## src/rtl/mmio_regwin.sv

```systemverilog
module mmio_regwin #(
  parameter logic [7:0]  BASE_REV = 8'h01,
  parameter logic [31:0] BE_CODE  = 32'hBEBE_BEBE,
  parameter logic [31:0] LE_CODE  = 32'h1E1E_1E1E
) (
  input  logic        clk,
  input  logic        rst_n,
  input  logic        ext_en,
  input  logic        req_valid,
  input  logic        req_write,
  input  logic [11:0] req_addr,
  input  logic [31:0] req_wdata,
  input  logic [3:0]  req_strb,
  output logic        req_ready,
  output logic [31:0] req_rdata,
  output logic        lp_valid,
  output logic        lp_write,
  output logic [9:0]  lp_addr,
  output logic [7:0]  lp_wdata,
  input  logic [7:0]  lp_rdata,
  output logic        mr_index_we,
  output logic [15:0] mr_index,
  output logic        mr_data_we,
  output logic        mr_data_re,
  output logic [15:0] mr_wdata,
  input  logic [15:0] mr_rdata,
  output logic        be_flag,
  output logic [7:0]  rev_id
);
  localparam logic [9:0]  PORT_BASE = 10'h3C0;
  localparam logic [31:0] EXT_SIZE  = 32'd8;

  typedef enum logic [1:0] {ST_IDLE, ST_LEG, ST_MODE, ST_DONE} st_t;

  st_t         st;
  logic [3:0]  pend;
  logic        phase;
  logic [31:0] rbuf;
  logic        be_q;
  logic [1:0]  lane;
  logic        hsel;
  logic [3:0]  pend_lane_nxt;
  logic [3:0]  pend_half_nxt;
  logic        unused_addr;

  assign unused_addr = ^req_addr[1:0];

  wire hit_leg  = req_addr[11:5] == 7'h20;
  wire hit_mode = req_addr[11:8] == 4'h5;
  wire hit_ext  = ext_en && (req_addr[11:3] == 9'h0C0);
  wire ext_full = req_strb == 4'hF;
  wire [31:0] ext_rd = !(hit_ext && ext_full) ? 32'd0 :
                       req_addr[2] ? (be_q ? BE_CODE : LE_CODE) : EXT_SIZE;

  always_comb begin
    lane = 2'd0;
    for (int i = 3; i >= 0; i--)
      if (pend[i]) lane = i[1:0];
  end

  assign hsel          = !pend[0];
  assign pend_lane_nxt = pend & ~(4'b0001 << lane);
  assign pend_half_nxt = pend & ~(hsel ? 4'b0010 : 4'b0001);

  assign lp_valid    = st == ST_LEG;
  assign lp_write    = req_write;
  assign lp_addr     = PORT_BASE + {5'd0, req_addr[4:2], lane};
  assign lp_wdata    = req_wdata[{lane, 3'b000} +: 8];
  assign mr_index_we = (st == ST_MODE) && !phase;
  assign mr_index    = {9'd0, req_addr[7:2], hsel};
  assign mr_data_we  = (st == ST_MODE) && phase && req_write;
  assign mr_data_re  = (st == ST_MODE) && phase && !req_write;
  assign mr_wdata    = req_wdata[{hsel, 4'b0000} +: 16];
  assign req_ready   = st == ST_DONE;
  assign req_rdata   = rbuf;
  assign be_flag     = be_q;
  assign rev_id      = ext_en ? 8'd2 : BASE_REV;

  always_ff @(posedge clk) begin
    if (!rst_n) begin
      st    <= ST_IDLE;
      pend  <= 4'd0;
      phase <= 1'b0;
      rbuf  <= 32'd0;
      be_q  <= 1'b0;
    end else begin
      case (st)
        ST_IDLE: if (req_valid) begin
          rbuf  <= 32'd0;
          phase <= 1'b0;
          if (hit_leg && |req_strb) begin
            st   <= ST_LEG;
            pend <= req_strb;
          end else if (hit_mode && |req_strb) begin
            st   <= ST_MODE;
            pend <= {2'b00, |req_strb[3:2], |req_strb[1:0]};
          end else begin
            st   <= ST_DONE;
            rbuf <= req_write ? 32'd0 : ext_rd;
            if (hit_ext && ext_full && req_write && req_addr[2]) begin
              if (req_wdata == BE_CODE)      be_q <= 1'b1;
              else if (req_wdata == LE_CODE) be_q <= 1'b0;
            end
          end
        end
        ST_LEG: begin
          if (!req_write) rbuf[{lane, 3'b000} +: 8] <= lp_rdata;
          pend <= pend_lane_nxt;
          if (pend_lane_nxt == 4'd0) st <= ST_DONE;
        end
        ST_MODE: begin
          if (!phase) phase <= 1'b1;
          else begin
            phase <= 1'b0;
            if (!req_write) rbuf[{hsel, 4'b0000} +: 16] <= mr_rdata;
            pend <= pend_half_nxt;
            if (pend_half_nxt == 4'd0) st <= ST_DONE;
          end
        end
        default: st <= ST_IDLE;
      endcase
    end
  end
endmodule

```

## config.mk

```make
export PLATFORM = sky130hd
export DESIGN_NAME = mmio_regwin
export DESIGN_NICKNAME = d
export VERILOG_FILES = /design/src/rtl/mmio_regwin.sv
export SDC_FILE = /design/constraint.sdc
export NUM_CORES = 1
export LEC_CHECK = 0
export BUFFER_PORTS_ARGS = -buffer_cell sky130_fd_sc_hd__buf_2
export CAP_MARGIN = 20
export CELL_PAD_IN_SITES_DETAIL_PLACEMENT = 1
export CELL_PAD_IN_SITES_GLOBAL_PLACEMENT = 2
export CORE_MARGIN = 5
export CORE_UTILIZATION = 22
export CTS_BUF_LIST = sky130_fd_sc_hd__clkbuf_4 sky130_fd_sc_hd__clkbuf_8
export CTS_CLUSTER_DIAMETER = 200
export DETAILED_ROUTE_END_ITERATION = 10
export PLACE_DENSITY_LB_ADDON = 0.1
export SLEW_MARGIN = 25
export SYNTH_ARGS = -nofsm -noshare
export SYNTH_HDL_FRONTEND = slang
export SYNTH_SLANG_ARGS = --single-unit
```

## constraint.sdc

```tcl
create_clock -name clk -period 2.85 [get_ports clk]
set_input_delay 0.1425 -clock clk [delete_from_list [all_inputs] [get_ports clk]]
set_output_delay 0.1425 -clock clk [all_outputs]
set_load 0.02 [all_outputs]
```

==> Word level (Yosys, flattened, before mapping) <==
Cells that the tools add are included.
{ "totals": {"ff_bits": 40, "in_bits": 77, "word_cells": 100} }
{ "classes": {"addsub": 3, "eq_ne": 16, "shift": 7, "n_mux": 36, "n_bitwise": 6, "n_reduce_logical": 27} }
{ "op_table": {"columns": ["cell", "n"], "rows": [
  ["2-to-1 mux 32 bit", 10],
  ["case mux 32 bit (3 select lines)", 1],
  ["bitwise mux 32 bit", 2],
  ["equality test 32 x 29 -> 1 bit, second input constant", 1],
  ["equality test 32 bit, second input constant", 1],
  ["variable shift 16 x 7 -> 32 bit, first input constant", 1],
  ["variable shift 8 x 7 -> 32 bit, first input constant", 1],
  ["variable part select 16 x 7 -> 32 bit", 1],
  ["variable part select 32 x 6 -> 16 bit", 1],
  ["variable part select 32 x 6 -> 8 bit", 1],
  ["variable part select 8 x 7 -> 32 bit", 1],
  ["2-to-1 mux 2 bit", 11],
  ["2-to-1 mux 4 bit", 4],
  ["negator 5 -> 7 bit", 2],
  ["case mux 4 bit (3 select lines)", 1],
  ["logical AND 1 bit", 10],
  ["equality test 9 x 8 -> 1 bit, second input constant", 1],
  ["adder 7 x 6 -> 8 bit, first input constant", 1],
  ["AND 4 bit", 2],
  ["zero test 4 bit", 2],
  ["!= test 2 bit, second input constant", 4],
  ["AND reduction 4 bit", 2],
  ["equality test 7 x 6 -> 1 bit, second input constant", 1],
  ["case mux 2 bit (3 select lines)", 1],
  ["other kinds (21)", 32]
]} }

==> Logic depth before layout (Yosys ltp) <==
{ "depth": {"ltp_word": 10, "depth_mapped": 11} }

==> Least setup slack after synthesis <==
OpenSTA, ideal clock, no wires.
{ "synth_timing": {"path_type": "reg-to-reg", "from": "register pend[3]", "to": "register rbuf[11] (netlist: req_rdata[11])", "setup_time_ns": 0.086, "t_arrival_ns": 2.713, "required_time_ns": 2.764, "slack_ns": 0.052, "path_stages_with_launch": 11, "n_path_buf": 2, "period_less_slack_ns": 2.798, "cell_sequence": "dfxtp_1 > nor2b_1 > o21a_1 > clkbuf_1 > clkbuf_1 > ha_1 > nor4b_1 > o21ai_1 > o22ai_1 > a211oi_1 > a211oi_1"} }
{ "synth_between": {"elab_chain_cells": 9, "elab_cells_between_ends": 10} }
{ "synth_rtl": {"columns": ["item", "line_no", "text"], "rows": [
  ["start: declaration", "36", "logic [3:0] pend;"],
  ["start signal: assignment", "93", "pend <= req_strb;"],
  ["start signal: assignment", "96", "pend <= {2'b00, |req_strb[3:2], |req_strb[1:0]};"],
  ["start signal: assignment", "108", "pend <= pend_lane_nxt;"],
  ["2-to-1 mux 2 bit (*) (4 in series)", "58", "if (pend[i]) lane = i[1:0];"],
  ["negator 5 -> 7 bit (*)", "107", "if (!req_write) rbuf[{lane, 3'b000} +: 8] <= lp_rdata;"],
  ["variable part select 8 x 7 -> 32 bit / variable shift 8 x 7 -> 32 bit (equally long branches)", "107", null],
  ["bitwise mux 32 bit (*)", "107", null],
  ["2-to-1 mux 32 bit (*)", "107", null],
  ["case mux 32 bit (3 select lines) (*)", "87", "case (st)"],
  ["end signal: assignment", "99", "rbuf <= req_write ? 32'd0 : ext_rd;"],
  ["end signal: indexed assignment", "107", null],
  ["end signal: indexed assignment", "115", "if (!req_write) rbuf[{hsel, 4'b0000} +: 16] <= mr_rdata;"],
  ["end: declaration", "38", "logic [31:0] rbuf;"]
]} }
Mark *: on every way between the ends. The rest lies on a longest branch, timed or not. The select of a mux whose other input is x is not followed.
A chain may end at the register's enable or synchronous reset.

==> Final worst setup path <==
{ "layout_timing": {"from": "register pend[3]", "to": "register rbuf[10] (netlist: req_rdata[10])"} }
The elaborated chain is that of the path after synthesis.

==> results.py <==
metrics = {
    "critical_path": {
        "worstSetupPathType": "reg2reg",
        "arrival_ns": 2.69,
        "cp.required_ns": 3.08,
        "critPathMaxFanout": 7,
        "endpoint_kind": "register",
        "start_kind": "register",
    },
    "sta": {
        "post-route-min-period_ns": 2.47,
        "slew_headroom_pct": 51.3,
        "tns_ns": 0,
        "slew_violations": 0,
        "setup_viol": 0,
        "rsz0062_at_grt": "false",
        "hold_viol": 0,
        "worst_slack_ns": 0.383,
        "clock.fmax_mhz": 405,
        "tightest_slew_ns": 0.731,
        "min_period_over_period_pct": 86.6,
        "fin_skew_ns": 0.00648,
    },
    "global_routing": {
        "antenna_found_initial": 0,
        "grtUsageTotal_pct": 16.4,
        "overflow": 0,
        "grt_max_degree": 39,
        "grt_pass1_vias": 4441,
        "grt_pass1_wl_um": 24300,
    },
    "detailed_routing": {
        "top_layer": "met4",
        "first_iter_violations": 176,
        "routedLengthMet1_um": 7130,
        "vias_per_cell": 4.91,
        "drc": 0,
        "routedWlPerCell_um": 18.4,
        "route.met2.wl_um": 7360,
        "wl_met3_um": 896,
        "num_vias": 4136,
        "routed_wl_um": 15500,
        "ant_nets": 0,
        "drtPass1Iterations": 4,
    },
    "final_layout": {
        "drive_gt1_share_pct": 33.2,
        "syn_to_final_growth_pct": 28.8,
        "nNetsFinal": 713,
        "diodes": 0,
    },
    "clock_tree": {
        "cts_buffer_depth": 2,
        "clock_sinks": 40,
        "cts_setup_buffers": 0,
        "clk_pin_slew_ns": 0.09,
        "numCtsBuffers": 5,
        "post_cts_resized": 0,
        "cts.htree.levels": 2,
        "ctsHoldBuffers": 0,
        "clockRootBuffer": "clkbuf_8",
        "clock_latency_ns": 0.30,
        "cts_tree": "done",
    },
    "floorplan": {
        "fp.coreArea_um2": 15800,
        "start_util_pct": 22.4,
        "chipHeight_um": 137,
        "die-area_um2": 18700,
        "die_width_um": 137,
        "io_pins": 174,
        "placementRows": 46,
    },
    "synth": {
        "ys_async_sr_fraction_pct": 0,
        "synth_top_area_share_pct": 22.6,
        "ys_types": 58,
        "syn-instance-count": 487,
        "synth_largest_area_cell": "dfxtp_1",
        "synth_area_leaders": "dfxtp_1 (23%), nand2_1 (6.9%), buf_4 (6.8%), o21ai_0 (5.9%), mux2_2 (5.1%)",
        "synth.avg_cell_area_um2": 7.27,
        "ys_seq_area_share_pct": 22.6,
        "ys_warn_count": 0,
        "synth_seq_cells": 40,
        "synth_edf_count": 0,
        "synth_area_um2": 3540,
        "ys.flop_type": "dfxtp_1",
    },
    "power": {
        "power.density_nw_per_um2": 842,
        "ir_worst_vdd_mv": 0.248,
        "power.leakage_nw": 1.97,
    },
    "placement": {
        "dpl_worst_slack_ns": 0.351,
        "io_buffers": 151,
        "dp.final_hpwl_um": 12100,
        "gp_congestion": 0.763,
    },
    "run": {
        "maxCapViolations": 0,
    },
    "outcome": {
        "status": "finished, final reports clean",
    },
    "min_path": {
        "hold_path.class": "in2reg",
    },
}
## metal layers
layer	vias up	GRT usage [%]
li1	2018	-
met1	1982	22.1
met2	130	28.0
met3	6	2.76
met4	0	2.66
met5	-	0
## state kept, by name, summed over array words and instances (netlist names)
| signal | count |
|---|---|
| pend | 4 |
| phase | 1 |
| be_flag | 1 |
| st | 2 |
| req_rdata | 32 |
## stage by stage
stage / area, µm² / hold WS, ns / power [mW] / util (%) / std cells
4_1_cts: 4560 / 0.125 / 3.89 / 28.8 / 842
2_1_floorplan: 3610 / 0.293 / 2.53 / - / 505
6_report: 4560 / 0.136 / 3.84 / 28.8 / 842
5_1_grt: 4560 / 0.145 / 4.17 / 28.8 / 842
3_3_place_gp: 4470 / 0.450 / 3.41 / 28.2 / 834
3_5_place_dp: 4470 / 0.458 / 3.45 / 28.2 / 834
## final cells by class
type / count / area, µm²
inverters: 26 / 97.6
flip-flops and latches: 40 / 802
well taps: 216 / 270
multi-input cells: 381 / 2380
repair buffers: 171 / 918
clock inverters: 2 / 10.0
clock buffers: 6 / 82.6
fillers: 2013 / 11300
## Yosys cell counts (all sizes together), types with 3 or more instances
cell type,number
mux2,16
a221oi,6
nor3,5
nand2,66
nor2b,5
nand2b,4
a21oi,16
clkinv,3
clkbuf,25
nand3,7
a22o,4
nor4b,7
and2,5
inv,23
or2,4
ha,11
o2bb2ai,5
a31oi,20
o21ai,45
buf,33
o22ai,7
mux2i,11
nor4,3
nor2,36
a211oi,13
a311oi,3
nand4,7
and3,14
or4,3
dfxtp,40
a22oi,5
o32ai,4
## where the power goes
group	switching [mW]	leakage (nW)	internal, mW
combinational	1.62	1.59	0.873
sequential	0.162	0.328	0.752
clock	0.233	0.0510	0.194
total	2.02	1.97	1.82
## layout by cell type, fill, tap and decap left out, drive strengths merged, types with 3 or more instances in the layout
cell,netlist,final
o21ai,45,45
o32ai,4,4
inv,23,23
clkinv,3,5
nor2b,5,5
a31oi,20,20
a22oi,5,5
conb,2,20
buf,33,171
nand3,7,7
and3,14,14
o2bb2ai,5,5
nand4,7,7
and2,5,5
a211oi,13,13
a21oi,16,16
nand2b,4,4
nor3,5,5
mux2,16,16
mux2i,11,11
a22o,4,4
nor2,36,36
o22ai,7,7
nand2,66,66
nor4b,7,7
a221oi,6,6
a311oi,3,3
ha,11,11
clkbuf,25,6
or2,4,4
dfxtp,40,40
nor4,3,3
or4,3,3
## path summary, 6_finish.rpt
kind | from | to | slack [ns] | depth (start not counted)
worst max-delay path | pend[3] | req_rdata[10] | 0.38 | 9
worst max register to register | pend[3] | req_rdata[10] | 0.38 | 9
worst min register to register | phase | phase | 0.49 | 2
worst min-delay path | req_wdata[7] | be_flag | 0.14 | 3
## cells by family (layout without fill, tap and decap cells)
| kind of cell | Yosys count | count (layout) | synth area share, % |
|---|---|---|---|
| other | 2 | 20 | 0.212 |
| buffers and inverters | 84 | 205 | 12.3 |
| AO/OA/AOI/OAI | 152 | 152 | 28.7 |
| AND/OR/NAND/NOR | 171 | 171 | 24.1 |
| adder cells (fa/ha/maj) | 11 | 11 | 3.89 |
| multiplexers | 27 | 27 | 8.20 |
| flip-flops | 40 | 40 | 22.6 |
## critical path, stage by stage, from the launching register on
cell and delay (ns):
dfxtp_1 0.38, nor2b_1 0.18, o21a_1 0.19, clkinv_1 0.11
ha_1 0.21, nor4b_1 0.38, o21ai_1 0.35, o22ai_1 0.23
a211oi_1 0.11, a211oi_1 0.23
(Power assumes the default switching activity.)
